===== src/rtl/dma_chan_pkg.sv =====
package dma_chan_pkg;
  localparam int unsigned EN_BIT   = 0;
  localparam int unsigned PEND_BIT = 1;
  localparam int unsigned RING_BIT = 2;
  localparam int unsigned BYTE_BIT = 3;
  localparam int unsigned SINC_BIT = 4;
  localparam int unsigned DINC_BIT = 5;
  localparam int unsigned SEL_LSB  = 6;
  localparam int unsigned EXT_LSB  = 8;
  localparam int unsigned EXT_W    = 4;
  localparam int unsigned REG_W    = 16;

  typedef enum logic [1:0] {
    SRC_SW  = 2'b00,
    SRC_TX  = 2'b01,
    SRC_RX  = 2'b10,
    SRC_EXT = 2'b11
  } src_sel_e;

  typedef struct packed {
    logic             en;
    logic             ring;
    logic             byte_sz;
    logic             sinc;
    logic             dinc;
    src_sel_e         sel;
    logic [EXT_W-1:0] ext;
  } ctrl_t;

  typedef enum logic {ST_IDLE, ST_BUSY} xfer_st_e;
endpackage


===== src/rtl/dma_req_sel.sv =====
module dma_req_sel
  import dma_chan_pkg::*;
#(
  parameter int unsigned NEXT = 10
) (
  input  logic             clk_i,
  input  logic             rst_ni,
  input  logic             tx_req_i,
  input  logic             rx_req_i,
  input  logic [NEXT-1:0]  ext_req_i,
  input  src_sel_e         sel_i,
  input  logic [EXT_W-1:0] ext_sel_i,
  output logic             hw_set_o
);
  localparam int unsigned NIN = NEXT + 2;

  logic [NIN-1:0]  raw, prev_q, rise;
  logic [NEXT-1:0] ext_rise;
  logic            ext_hit;

  assign raw = {ext_req_i, rx_req_i, tx_req_i};

  always_ff @(posedge clk_i or negedge rst_ni) begin
    if (!rst_ni) prev_q <= '0;
    else         prev_q <= raw;
  end

  // edge detect before the mux so a select change cannot fake an edge
  assign rise     = raw & ~prev_q;
  assign ext_rise = rise[NIN-1:2];

  always_comb begin
    ext_hit = 1'b0;
    for (int i = 0; i < NEXT; i++) begin
      if (ext_sel_i == EXT_W'(i)) ext_hit = ext_rise[i];
    end
  end

  always_comb begin
    unique case (sel_i)
      SRC_TX:  hw_set_o = rise[0];
      SRC_RX:  hw_set_o = rise[1];
      SRC_EXT: hw_set_o = ext_hit;
      default: hw_set_o = 1'b0;
    endcase
  end

  AST_PROHIBITED_QUIET: assert property (@(posedge clk_i) disable iff (!rst_ni)
    (sel_i == SRC_EXT && ext_sel_i >= EXT_W'(NEXT)) |-> !hw_set_o);
  AST_SW_NO_HW: assert property (@(posedge clk_i) disable iff (!rst_ni)
    (sel_i == SRC_SW) |-> !hw_set_o);
endmodule


===== src/rtl/dma_ctl_regs.sv =====
module dma_ctl_regs
  import dma_chan_pkg::*;
(
  input  logic             clk_i,
  input  logic             rst_ni,
  input  logic [1:0]       we_i,
  input  logic [REG_W-1:0] wdata_i,
  input  logic             hw_set_i,
  input  logic             start_i,
  input  logic             end_i,
  output ctrl_t            ctrl_o,
  output logic             pend_o,
  output logic             load_o,
  output logic [REG_W-1:0] rdata_o
);
  ctrl_t ctrl_q;
  logic  pend_q, sw_start, pend_set, pend_clr;
  logic  unused_hi;

  assign unused_hi = ^wdata_i[REG_W-1:EXT_LSB+EXT_W];

  assign sw_start = we_i[0] && wdata_i[EN_BIT]
                 && (src_sel_e'(wdata_i[SEL_LSB+:2]) == SRC_SW);
  assign load_o   = we_i[0] && wdata_i[EN_BIT] && !ctrl_q.en;
  assign pend_set = hw_set_i | sw_start;
  assign pend_clr = (we_i[0] && !wdata_i[PEND_BIT]) | start_i;

  always_ff @(posedge clk_i or negedge rst_ni) begin
    if (!rst_ni) begin
      ctrl_q <= '0;
    end else begin
      if (we_i[0]) begin
        ctrl_q.en      <= wdata_i[EN_BIT];
        ctrl_q.ring    <= wdata_i[RING_BIT];
        ctrl_q.byte_sz <= wdata_i[BYTE_BIT];
        ctrl_q.sinc    <= wdata_i[SINC_BIT];
        ctrl_q.dinc    <= wdata_i[DINC_BIT];
        ctrl_q.sel     <= src_sel_e'(wdata_i[SEL_LSB+:2]);
      end else if (end_i) begin
        ctrl_q.en      <= 1'b0;
      end
      if (we_i[1]) ctrl_q.ext <= wdata_i[EXT_LSB+:EXT_W];
    end
  end

  // set beats clear when both land in one cycle
  always_ff @(posedge clk_i or negedge rst_ni) begin
    if (!rst_ni) pend_q <= 1'b0;
    else         pend_q <= pend_set | (pend_q & ~pend_clr);
  end

  always_comb begin
    rdata_o                    = '0;
    rdata_o[EN_BIT]            = ctrl_q.en;
    rdata_o[PEND_BIT]          = pend_q;
    rdata_o[RING_BIT]          = ctrl_q.ring;
    rdata_o[BYTE_BIT]          = ctrl_q.byte_sz;
    rdata_o[SINC_BIT]          = ctrl_q.sinc;
    rdata_o[DINC_BIT]          = ctrl_q.dinc;
    rdata_o[SEL_LSB+:2]        = ctrl_q.sel;
    rdata_o[EXT_LSB+:EXT_W]    = ctrl_q.ext;
  end

  assign ctrl_o = ctrl_q;
  assign pend_o = pend_q;

  AST_W1_KEEPS: assert property (@(posedge clk_i) disable iff (!rst_ni)
    (we_i[0] && wdata_i[PEND_BIT] && !hw_set_i && !start_i && !sw_start)
      |=> pend_q == $past(pend_q));
  AST_W0_CLEARS: assert property (@(posedge clk_i) disable iff (!rst_ni)
    (we_i[0] && !wdata_i[PEND_BIT] && !hw_set_i && !sw_start) |=> !pend_q);
  AST_START_CLEARS: assert property (@(posedge clk_i) disable iff (!rst_ni)
    (start_i && !hw_set_i && !sw_start) |=> !pend_q);
endmodule


===== src/rtl/dma_xfer_eng.sv =====
module dma_xfer_eng
  import dma_chan_pkg::*;
#(
  parameter int unsigned AW = 32,
  parameter int unsigned CW = 16
) (
  input  logic          clk_i,
  input  logic          rst_ni,
  input  ctrl_t         ctrl_i,
  input  logic          pend_i,
  input  logic          load_i,
  input  logic [AW-1:0] src_base_i,
  input  logic [AW-1:0] dst_base_i,
  input  logic [CW-1:0] count_i,
  input  logic          ready_i,
  output logic          start_o,
  output logic          end_o,
  output logic          valid_o,
  output logic [AW-1:0] src_o,
  output logic [AW-1:0] dst_o,
  output logic          byte_o
);
  xfer_st_e      st_q;
  logic [AW-1:0] src_q, dst_q, src_base_q, dst_base_q, step;
  logic [CW-1:0] cnt_q, cnt_base_q;
  logic          done, last, wrap;
  logic          unused_ctrl;

  assign unused_ctrl = ^{ctrl_i.sel, ctrl_i.ext};

  assign start_o = (st_q == ST_IDLE) && ctrl_i.en && pend_i;
  assign done    = (st_q == ST_BUSY) && ready_i;
  assign last    = (cnt_q == CW'(1));
  assign wrap    = last && ctrl_i.ring;
  assign end_o   = done && last && !ctrl_i.ring;
  assign step    = ctrl_i.byte_sz ? AW'(1) : AW'(2);

  always_ff @(posedge clk_i or negedge rst_ni) begin
    if (!rst_ni)      st_q <= ST_IDLE;
    else if (start_o) st_q <= ST_BUSY;
    else if (done)    st_q <= ST_IDLE;
  end

  always_ff @(posedge clk_i or negedge rst_ni) begin
    if (!rst_ni) begin
      src_q      <= '0;
      dst_q      <= '0;
      src_base_q <= '0;
      dst_base_q <= '0;
      cnt_q      <= '0;
      cnt_base_q <= '0;
    end else if (load_i) begin
      src_q      <= src_base_i;
      dst_q      <= dst_base_i;
      src_base_q <= src_base_i;
      dst_base_q <= dst_base_i;
      cnt_q      <= count_i;
      cnt_base_q <= count_i;
    end else if (done) begin
      if (wrap) begin
        src_q <= src_base_q;
        dst_q <= dst_base_q;
        cnt_q <= cnt_base_q;
      end else begin
        if (ctrl_i.sinc) src_q <= src_q + step;
        if (ctrl_i.dinc) dst_q <= dst_q + step;
        cnt_q <= cnt_q - CW'(1);
      end
    end
  end

  assign valid_o = (st_q == ST_BUSY);
  assign src_o   = src_q;
  assign dst_o   = dst_q;
  assign byte_o  = ctrl_i.byte_sz;

  AST_HOLD_STALL: assert property (@(posedge clk_i) disable iff (!rst_ni)
    (valid_o && !ready_i && !load_i)
      |=> valid_o && $stable(src_o) && $stable(dst_o));
  AST_EN_GATES: assert property (@(posedge clk_i) disable iff (!rst_ni)
    $rose(valid_o) |-> $past(ctrl_i.en));
  AST_RING_WRAP: assert property (@(posedge clk_i) disable iff (!rst_ni)
    (done && wrap && !load_i)
      |=> (src_o == src_base_q) && (dst_o == dst_base_q));
  AST_SRC_FIXED: assert property (@(posedge clk_i) disable iff (!rst_ni)
    (done && !wrap && !ctrl_i.sinc && !load_i) |=> src_o == $past(src_o));
endmodule


===== src/rtl/dma_chan_ctl.sv =====
module dma_chan_ctl
  import dma_chan_pkg::*;
#(
  parameter int unsigned NEXT = 10,
  parameter int unsigned AW   = 32,
  parameter int unsigned CW   = 16
) (
  input  logic            clk_i,
  input  logic            rst_ni,
  input  logic [1:0]      reg_we_i,
  input  logic [15:0]     reg_wdata_i,
  output logic [15:0]     reg_rdata_o,
  input  logic            tx_req_i,
  input  logic            rx_req_i,
  input  logic [NEXT-1:0] ext_req_i,
  input  logic [AW-1:0]   src_base_i,
  input  logic [AW-1:0]   dst_base_i,
  input  logic [CW-1:0]   count_i,
  output logic            xfer_valid_o,
  input  logic            xfer_ready_i,
  output logic [AW-1:0]   xfer_src_o,
  output logic [AW-1:0]   xfer_dst_o,
  output logic            xfer_byte_o
);
  ctrl_t ctrl;
  logic  hw_set, pend, load, start, blk_end;

  dma_req_sel #(.NEXT(NEXT)) i_req_sel (
    .clk_i     (clk_i),
    .rst_ni    (rst_ni),
    .tx_req_i  (tx_req_i),
    .rx_req_i  (rx_req_i),
    .ext_req_i (ext_req_i),
    .sel_i     (ctrl.sel),
    .ext_sel_i (ctrl.ext),
    .hw_set_o  (hw_set)
  );

  dma_ctl_regs i_regs (
    .clk_i    (clk_i),
    .rst_ni   (rst_ni),
    .we_i     (reg_we_i),
    .wdata_i  (reg_wdata_i),
    .hw_set_i (hw_set),
    .start_i  (start),
    .end_i    (blk_end),
    .ctrl_o   (ctrl),
    .pend_o   (pend),
    .load_o   (load),
    .rdata_o  (reg_rdata_o)
  );

  dma_xfer_eng #(.AW(AW), .CW(CW)) i_eng (
    .clk_i      (clk_i),
    .rst_ni     (rst_ni),
    .ctrl_i     (ctrl),
    .pend_i     (pend),
    .load_i     (load),
    .src_base_i (src_base_i),
    .dst_base_i (dst_base_i),
    .count_i    (count_i),
    .ready_i    (xfer_ready_i),
    .start_o    (start),
    .end_o      (blk_end),
    .valid_o    (xfer_valid_o),
    .src_o      (xfer_src_o),
    .dst_o      (xfer_dst_o),
    .byte_o     (xfer_byte_o)
  );

  AST_NORMAL_END: assert property (@(posedge clk_i) disable iff (!rst_ni)
    (blk_end && !reg_we_i[0]) |=> !reg_rdata_o[EN_BIT]);
  AST_HI_NIBBLE: assert property (@(posedge clk_i) disable iff (!rst_ni)
    reg_we_i[1] |=> reg_rdata_o[15:12] == 4'h0);
endmodule


===== config.mk =====
export PLATFORM = sky130hd
export DESIGN_NAME = dma_chan_ctl
export DESIGN_NICKNAME = d
export VERILOG_FILES = /design/src/rtl/dma_chan_pkg.sv /design/src/rtl/dma_req_sel.sv /design/src/rtl/dma_ctl_regs.sv /design/src/rtl/dma_xfer_eng.sv /design/src/rtl/dma_chan_ctl.sv
export SDC_FILE = /design/constraint.sdc
export NUM_CORES = 1
export LEC_CHECK = 0
export ABC_AREA = 1
export BUFFER_PORTS_ARGS = -buffer_cell sky130_fd_sc_hd__buf_2
export CORE_AREA = 4 4 215 133
export CTS_CLUSTER_SIZE = 14
export DETAILED_ROUTE_END_ITERATION = 7
export DIE_AREA = 0 0 219 137
export PLACE_DENSITY = 0.63
export SLEW_MARGIN = 5
export SYNTH_ARGS = -nofsm -noshare
export SYNTH_HDL_FRONTEND = slang
export SYNTH_SLANG_ARGS = --single-unit

===== constraint.sdc =====
create_clock -name clk_i -period 1.88 [get_ports clk_i]
set_clock_uncertainty 0.1 [all_clocks]
set_input_delay 0.282 -clock clk_i [delete_from_list [all_inputs] [get_ports clk_i]]
set_output_delay 0.282 -clock clk_i [all_outputs]
set_load 0.03 [all_outputs]

==> results.md <==
* Status: complete, but fails checks
* Failing checks: setup timing
* Largest net degree at the start of global routing at 81
* Setup Crit Path Kind: reg2reg
* Slew Limit Fails at 0
* # DRC at 0
* Register area share after synthesis at 41.9%
* WL final at 36.1 mm
* Die Y at 137 µm
* Die area at 30000 µm²
* Final min period at 1.99 ns
* Synthesis Warnings at 0
* Gr usage total at 24.2%
* Post-synthesis cell type count at 38
* Post-synth EDFFs at 0
* Max capacitance violation total at 0
* DR pass1 iterations at 5
* Clock sink total at 185
* Worst hold slack at 0.0264 ns
* M1 WL at 17.8 mm
* Peak Freq at 502 MHz
* Ys async rst share at 100%
* Initial Util at 41.9%
* Cell row count at 46
* Pre-CTS setup slack at -0.145 ns
* Worst Setup End Kind: register
* Final setup viols at 30
* Worst path cell trace: buf_12, ha_4, fa_2, inv_2, nor2_4, nand2_4, nor2_2, nand2_1, nand2_1, nand3_2, nand2_1, a21oi_2
* Final ANT Viol Nets at 0
* Period utilization at 106%
* Mapped Avg Cell Area at 7.01 µm²
* HP Class: in2reg
* Root buf cell: clkbuf_16
* Cell Area, Synth at 11000 µm²
* Vias in the first global route at 10.8k
* Boundary Pins at 195
* WHS Path Cells at 3
* Top FF cell, synth: dfrtp_1
* NumNets Final at 2062
* Vias at 11.5k
* Worst setup SP type: register
* Worst path required time at 2.17 ns
* Met2 wire length at 15.4 mm
* Post-Syn Instances at 1576
* Final Util at 58.6%
* Global route total overflow at 0
* Global-route wire length before repair at 57.2 mm
* CTS H-tree lvls at 4
* Detailed Place HPWL at 26.3 mm
* First DRT Iteration DRCs at 969
* Design Power at 0.0193 W
* CTS buffer count at 17
* Drt via density at 4.95
* Pleak at 8.13 nW
* Cell Pwr Density at 1250 nW/µm²
* Die W at 219 µm
* Initial antenna violation count at 0
* RSZ-0062 raised after global routing: true
* Clock Path Buffers at 2
* Final hold viol count at 0
* Top Layer Used: met4
* Worst VDD drop at 820 µV
* FF-to-FF path depth at 12
* Met3 Routed Length at 2.44 mm
* Share of cells above drive strength 1 at 25.9%
* Critical Path Max Stage Delay at 0.46 ns
* Area grow syn2layout at 39.8%
* Antenna cells at 0
* Reg clk slew, reported paths at 0.08 ns
* Slowest CP cell: dfrtp_2
* Fin area at 15400 µm²
* Final Worst Setup Slack at -0.112 ns
* Cell mode on critical path: nand2_1
* Core Region at 26400 µm²
* Routed wire per std cell at 15.6 µm
* DP Area at 13200 µm²
* Arrival time of the worst setup path at 2.28 ns
* PortBufs at 186
* Synthesis-stage register bit count at 185
* RePlAce Congestion at 0.986
* TritonCTS clock tree: done
* Largest fanout on the critical path at 4
* Latest clock arrival within the worst-skew pair at 0.45 ns
where the power goes:
| group | internal (W) | total [W] | leakage (nW) | switching [W] |
|---|---|---|---|---|
| Clock | 0.00202 | 0.00381 | 0.297 | 0.00179 |
| Sequential | 0.00512 | 0.00648 | 2.17 | 0.00136 |
| Combinational | 0.00350 | 0.00900 | 5.67 | 0.00550 |
| Total | 0.0106 | 0.0193 | 8.13 | 0.00864 |
timing repair:
action                                 in CTS  in global routing
setup endpoints to repair                  66                 80
buffers inserted                            4                  6
gates resized for setup                    68                 84
hold buffers                               96                  0
gates cloned                                0                  2
endpoints found under the hold margin     136                  0
pin swaps                                  21                 27
registers in the layout, summed over array words and instances, names as in the netlist:
| register | count |
|---|---|
| i_eng.valid_o | 1 |
| i_regs.ctrl_o | 11 |
| i_eng.cnt_base_q | 16 |
| i_regs.pend_o | 1 |
| i_eng.dst_base_q | 32 |
| i_eng.src_base_q | 32 |
| i_eng.src_o | 32 |
| i_req_sel.prev_q | 12 |
| i_eng.dst_o | 32 |
| i_eng.cnt_q | 16 |
layout make-up:
| type | instances | area (µm²) |
|---|---|---|
| fillers | 2502 | 10900 |
| well taps | 360 | 450 |
| repair buffers | 404 | 3160 |
| flip-flops and latches | 185 | 4640 |
| multi-input cells | 1154 | 5890 |
| clock buffers | 17 | 425 |
| inverters | 179 | 689 |
| clock inverters | 15 | 188 |
layout by cell type (no fill, tap or decap), types with 7 or more instances in the layout:
cell type	n
dlygate4sd3_1	96
buf_6	9
o21ai_0	119
a21oi_2	29
nand3b_1	33
nor2_4	21
nand3_1	77
inv_1	160
o21ai_1	12
a21oi_1	23
buf_4	88
buf_2	185
nand2_2	19
clkbuf_16	19
xor2_1	11
nand4_1	10
nor2_2	18
inv_2	15
dfrtp_1	179
xnor2_2	8
buf_12	21
nand2_1	514
nand2_4	10
xnor2_1	11
nor2_1	182
nand3_2	20
o211ai_1	7
path summary, 6_finish.rpt:
kind,from,to,slack (ns)
max reg2reg,i_regs.ctrl_o[8],i_eng.src_o[30],-0.11
max,i_regs.ctrl_o[8],i_eng.src_o[30],-0.11
max in group asynchronous,rst_ni,i_eng.dst_o[19],0.77
min reg2reg,i_eng.cnt_base_q[8],i_eng.cnt_base_q[8],0.37
min,dst_base_i[17],i_eng.dst_base_q[17],0.03
min in group asynchronous,rst_ni,i_eng.cnt_base_q[10],0.23
routing by layer:
metal / vias up / track usage [%]
li1: 5659 / -
met1: 5416 / 36.1
met2: 340 / 35.7
met3: 40 / 5.57
met4: 0 / 5.61
met5: - / 0
stage by stage:
stage	instances	setup TNS, ns
3_3_place_gp	2176	-1.63
5_1_grt	2314	-7.07
3_5_place_dp	2176	-3.31
2_1_floorplan	1579	-0.0269
6_report	2314	-1.51
4_1_cts	2306	-1.21
worst max-delay path, delay by kind of cell (launching register included):
| kind | cells | cell delay [ns] |
|---|---|---|
| adders and majority gates | 2 | 0.53 |
| buffers and inverters | 2 | 0.22 |
| DFF | 1 | 0.46 |
| AOI/OAI and AO/OA | 1 | 0.11 |
| and+or+nand+nor | 7 | 0.49 |
Yosys cell counts, types with 3 or more instances:
library cell / number / area share (%)
a21oi_1: 30 / 1.4
a21oi_2: 22 / 1.7
buf_1: 3 / 0.10
buf_2: 16 / 0.73
buf_4: 11 / 0.75
buf_6: 12 / 1.2
clkbuf_1: 18 / 0.61
dfrtp_1: 185 / 42
ha_1: 6 / 0.68
inv_1: 174 / 5.9
inv_2: 3 / 0.10
nand2_1: 538 / 18
nand2_2: 6 / 0.34
nand3_1: 92 / 4.2
nand3_2: 7 / 0.63
nand3b_1: 33 / 2.2
nand4_1: 10 / 0.57
nor2_1: 210 / 7.1
nor2_2: 8 / 0.45
nor2_4: 3 / 0.31
nor3_1: 3 / 0.14
o211ai_1: 7 / 0.48
o21ai_0: 128 / 5.8
o21ai_1: 3 / 0.14
xnor2_1: 19 / 1.5
xor2_1: 11 / 0.87
cell families after synthesis:
kind of cell	after synthesis	synth area share, %
simple gates	913	34.7
compound gates	198	10.1
other cells	1	0.0340
fa+ha+maj	8	1.04
xor+xnor	30	2.38
flops	185	41.9
buf+inv	240	9.65
mux	1	0.102
(Power assumes the default switching activity.)
